===== config.mk =====
export PLATFORM = sky130hd
export DESIGN_NAME = burst_addr_gen
export DESIGN_NICKNAME = d
export VERILOG_FILES = /design/src/rtl/burst_pkg.sv /design/src/rtl/burst_beat_ctr.sv /design/src/rtl/burst_base_reg.sv /design/src/rtl/burst_order_map.sv /design/src/rtl/burst_addr_gen.sv
export SDC_FILE = /design/constraint.sdc
export NUM_CORES = 1
export LEC_CHECK = 0
export BUFFER_PORTS_ARGS = -buffer_cell sky130_fd_sc_hd__buf_2
export CORE_ASPECT_RATIO = 0.9
export CORE_UTILIZATION = 45
export CTS_CLUSTER_SIZE = 25
export DETAILED_ROUTE_END_ITERATION = 7
export PLACE_DENSITY = 0.87
export SLEW_MARGIN = 20
export SYNTH_ARGS = -nofsm -noshare
export SYNTH_HDL_FRONTEND = slang
export SYNTH_SLANG_ARGS = --single-unit

===== constraint.sdc =====
create_clock -name clk -period 1.7 [get_ports clk]
set_clock_uncertainty 0.15 [all_clocks]
set_input_delay 0.51 -clock clk [delete_from_list [all_inputs] [get_ports clk]]
set_output_delay 0.51 -clock clk [all_outputs]
set_load 0.05 [all_outputs]

===== src/rtl/burst_pkg.sv =====
package burst_pkg;

    // Four beats per burst: two offset bits generated internally.
    localparam int OFS_W = 2;

    typedef logic [OFS_W-1:0] ofs_t;

    typedef enum logic {
        SEQ_LINEAR = 1'b0,
        SEQ_XOR    = 1'b1
    } seq_mode_e;

    typedef struct packed {
        ofs_t start;
        ofs_t count;
    } beat_state_t;

    // Map a start offset and a running beat count onto the bus offset.
    function automatic ofs_t map_offset(seq_mode_e m, ofs_t s, ofs_t c);
        ofs_t r;
        if (m == SEQ_XOR) begin
            r = s ^ c;
        end else begin
            r = ofs_t'(s + c);
        end
        return r;
    endfunction

endpackage


===== src/rtl/burst_beat_ctr.sv =====
module burst_beat_ctr
    import burst_pkg::*;
#(
    parameter int CNT_W = OFS_W
) (
    input  logic             clk,
    input  logic             rst,
    input  logic             reload,
    input  logic             step,
    output logic [CNT_W-1:0] count
);

    localparam logic [CNT_W-1:0] CNT_LAST = {CNT_W{1'b1}};

    logic [CNT_W-1:0] count_q;

    always_ff @(posedge clk) begin
        if (rst) begin
            count_q <= '0;
        end else if (reload) begin
            count_q <= '0;
        end else if (step) begin
            count_q <= count_q + 1'b1;
        end
    end

    assign count = count_q;

    // a reload clears the count even when a step arrives with it
    a_r8_reload_clears: assert property (@(posedge clk) disable iff (rst)
        reload |=> (count == '0));

    // the last beat wraps to zero on a step
    a_r7_wrap_to_zero: assert property (@(posedge clk) disable iff (rst)
        (step && !reload && count == CNT_LAST) |=> (count == '0));

    // no step and no reload leaves the count alone
    a_r6_count_hold: assert property (@(posedge clk) disable iff (rst)
        (!step && !reload) |=> $stable(count));

endmodule


===== src/rtl/burst_base_reg.sv =====
module burst_base_reg
    import burst_pkg::*;
#(
    parameter int ADDR_W = 16,
    parameter int LOW_W  = OFS_W
) (
    input  logic                    clk,
    input  logic                    rst,
    input  logic                    load,
    input  logic [ADDR_W-1:0]       addr_i,
    output logic [ADDR_W-LOW_W-1:0] upper,
    output logic [LOW_W-1:0]        start
);

    localparam int UP_W = ADDR_W - LOW_W;

    logic [UP_W-1:0]  upper_q;
    logic [LOW_W-1:0] start_q;

    always_ff @(posedge clk) begin
        if (rst) begin
            upper_q <= '0;
            start_q <= '0;
        end else if (load) begin
            upper_q <= addr_i[ADDR_W-1:LOW_W];
            start_q <= addr_i[LOW_W-1:0];
        end
    end

    assign upper = upper_q;
    assign start = start_q;

    // captured address is held between loads
    a_r3_base_hold: assert property (@(posedge clk) disable iff (rst)
        !load |=> ($stable(upper) && $stable(start)));

endmodule


===== src/rtl/burst_order_map.sv =====
module burst_order_map
    import burst_pkg::*;
(
    input  seq_mode_e mode,
    input  ofs_t      start,
    input  ofs_t      count,
    output ofs_t      offset
);

    beat_state_t st;

    always_comb begin
        st.start = start;
        st.count = count;
        offset   = map_offset(mode, st.start, st.count);
    end

    // the first beat of either order is the start offset
    always_comb begin
        if (count == '0) begin
            a_r2_first_beat: assert (offset == start);
        end
    end

endmodule


===== src/rtl/burst_addr_gen.sv =====
module burst_addr_gen
    import burst_pkg::*;
#(
    parameter int ADDR_W = 16
) (
    input  logic              clk,
    input  logic              rst,
    input  logic              ld_a_i,
    input  logic              ld_b_i,
    input  logic              adv_n_i,
    input  logic              ilv_mode_i,
    input  logic [ADDR_W-1:0] addr_i,
    output logic [ADDR_W-1:0] addr_o
);

    localparam int UP_W = ADDR_W - OFS_W;

    logic            load;
    logic            step;
    seq_mode_e       mode;
    logic [UP_W-1:0] upper;
    ofs_t            start;
    ofs_t            count;
    ofs_t            offset;

    assign load = ld_a_i | ld_b_i;
    assign step = ~adv_n_i;
    assign mode = seq_mode_e'(ilv_mode_i);

    burst_base_reg #(
        .ADDR_W (ADDR_W),
        .LOW_W  (OFS_W)
    ) u_base (
        .clk    (clk),
        .rst    (rst),
        .load   (load),
        .addr_i (addr_i),
        .upper  (upper),
        .start  (start)
    );

    burst_beat_ctr #(
        .CNT_W (OFS_W)
    ) u_ctr (
        .clk    (clk),
        .rst    (rst),
        .reload (load),
        .step   (step),
        .count  (count)
    );

    burst_order_map u_map (
        .mode   (mode),
        .start  (start),
        .count  (count),
        .offset (offset)
    );

    assign addr_o = {upper, offset};

    // a strobe makes the external address visible after the edge
    a_r2_load_visible: assert property (@(posedge clk) disable iff (rst)
        load |=> (addr_o == $past(addr_i)));

    // upper bits never move without a strobe
    a_r3_upper_hold: assert property (@(posedge clk) disable iff (rst)
        !load |=> $stable(addr_o[ADDR_W-1:OFS_W]));

    // wait cycle keeps the address unless the mode pin moved
    a_r6_wait_hold: assert property (@(posedge clk) disable iff (rst)
        (!load && adv_n_i) |=> ($stable(addr_o) || !$stable(ilv_mode_i)));

    // linear advance adds one modulo four
    a_r4_linear_step: assert property (@(posedge clk) disable iff (rst)
        (!load && !adv_n_i && !ilv_mode_i) |=>
            (ilv_mode_i || addr_o[OFS_W-1:0] == ofs_t'($past(addr_o[OFS_W-1:0]) + 1'b1)));

endmodule


==> summary.txt <==
outcome -> finished, violations left
failing checks -> setup timing
Final Hold Violating Endpoints -> 0
leakage -> 0.000484 uW
Power Internal -> 647 uW
VDD IR max -> 0.000656 V
Final Core Density -> 0.701
Synth warnings -> 0
count of buffers from port buffering -> 37
final period utilization -> 1.13
Pre-antenna DRT Iters -> 4
syn_area_per_cell -> 8.41 sq um
CTS tree -> built
critical path peak fanout -> 2
Fin Setup TNS -> -0.215 ns
Sw Pwr -> 287 uW
Setup CP Type -> register to primary output
met3 Usage GRT -> 0.0140
startpoint types -> register
Die W -> 43.3 microns
vias in the first global route -> 603
Antenna Nets Post-Route -> 0
clock sink total -> 18
DR iter-0 viols -> 23
root buf cell -> clkbuf_4
vias per inst -> 4.83
Hold Path Depth -> 3
Crit. End Element -> primary output
pwr/cell area -> 931 nW/um^2
DRC errors left -> 0
GRT busiest layer -> met2
Diodes inserted -> 0
DP Wirelength -> 1150 microns
met2 Resource Use GR -> 0.388
final setup fails -> 2
wirelength, routed -> 1520 microns
Sw Share -> 0.307
layout cells sized above 1 -> 0.452
part of the power in registers -> 0.492
row count -> 13
final worst slack -> -0.214 ns
number of I/O pins -> 38
initial antenna violation count -> 0
clock share of power -> 0.284
flops & latches, synth -> 18
vias -> 672
Routed WL per cell -> 10.9 microns
fmax -> 0.522 GHz
max-cap violations -> 0
Register-to-Register Path Depth -> 4
largest net degree at the start of global routing -> 19
max_slew headroom -> 0.777
effective utilization at floorplan -> 0.482
Layout area overhead -> 45.6%
worst min path class -> input pin to register
Final nets -> 148
DIE AREA -> 1690 sq um
Core ar. -> 1430 sq um
commonest non-fill, non-tap cell in the layout -> buf_2
fill count -> 118
worst-margin pin slew -> 0.335 ns
Mapped Cells -> 82
Clock Latency Late Sink -> 0.29 ns
Arr. time, crit path -> 1.25 ns
Mapped Nets -> 105
sequential share of the synthesized area -> 0.523
Die Y -> 39.1 microns
global-route wire length before repair -> 2410 microns
Mapped Area -> 689 sq um
maximum root-to-sink buffer count -> 2
CTS H-Tree Depth -> 1
GRT overflow -> 0
unrepaired setup endpoints after global routing -> yes
cts bufs inserted -> 3
commonest cells after routing, fill and taps aside -> 35 x buf_2, 32 x nand2_1, 16 x a21oi_1, 16 x dfxtp_1, 6 x buf_4
Tmin final -> 1.91 ns
worst endpoint required time -> 1.04 ns
total track usage -> 0.193
final slew viol count -> 0
gp weighted congestion -> 0.716
Clk pin slew, worst setup/hold paths -> 0.10 ns
combinational share of power -> 0.225
Post-Place Worst Slack -> -0.174 ns
Netlist cell types -> 14
M1 GR Usage -> 0.212
## stage by stage
step	cells	instance area [sq um]	hold slack (ns)	power, uW
after global routing	139	1000	0.302	969
final	139	1000	0.294	934
after detailed placement	136	928	0.291	667
after CTS	139	1000	0.290	943
after global placement	136	928	0.285	662
after floorplan	82	708	0.286	610
## layer usage
layer | part of all wire | wire [microns]
met5 | 0 | 0
met4 | 0.012 | 18
met3 | 0.029 | 44
met2 | 0.54 | 818
met1 | 0.42 | 634
## synth_stat cells
cell type   n  area (sq um)
nor3_2      1          10.0
xnor2_1     3          26.3
a21oi_1    16          80.1
or2_1       1          6.26
nor2b_1     3          18.8
buf_6       2          22.5
clkbuf_1    1          3.75
nand2_1    32           120
nor4_2      1          12.5
clkbuf_2    1          5.00
buf_2       1          5.00
dfxtp_1    18           360
ha_1        1          12.5
nor2_2      1          6.26
## layout make-up
type / count / area [sq um] / share of cell area
multi-input combinational: 59 / 339 / 0.338
tap: 15 / 18.8 / 0.0187
timing repair buffer: 43 / 246 / 0.246
clock buffer: 4 / 36.3 / 0.0362
sequential: 18 / 363 / 0.362
## critical path, cell delays in order, from the launching register on
cell	delay [ns]
dfxtp_2	0.37
ha_4	0.12
nor2b_4	0.17
xnor2_4	0.12
buf_6	0.17
## what timing repair did
| action | CTS | global route |
|---|---|---|
| hold buffers | 0 | 0 |
| gates resized for setup | 11 | 0 |
| endpoints found under the setup margin | 2 | 2 |
| setup buffers | 0 | 0 |
## final timing paths
check	start	to	slack, ns
max	u_base.start[0]	addr_o[1]	-0.21
min	addr_i[1]	u_base.start[1]	0.29
min reg2reg	u_base.upper[1]	u_base.upper[1]	0.30
max reg2reg	u_ctr.count[0]	u_ctr.count[1]	0.52
## cell families after synthesis
family                   count (synthesis)  synth area share
AO/OA/AOI/OAI                           16             0.116
XOR/XNOR                                 3            0.0381
adder cells (fa/ha/maj)                  1            0.0181
buffers and inverters                    5            0.0526
flip-flops                              18             0.523
AND/OR/NAND/NOR                         39             0.252
## power groups by stage
stage	logic (uW)	registers, uW	clock network, uW
2_1_floorplan	71.9	538	0
3_5_place_dp	200	467	0
6_report	210	459	265
5_1_grt	224	463	282
4_1_cts	211	459	273
3_3_place_gp	197	466	0
## sequential cells by signal, indices dropped and copies added (netlist names)
signal,flops
u_ctr.count,2
u_base.start,2
u_base.upper,14
Note: power is estimated with default switching activity, not from simulation.
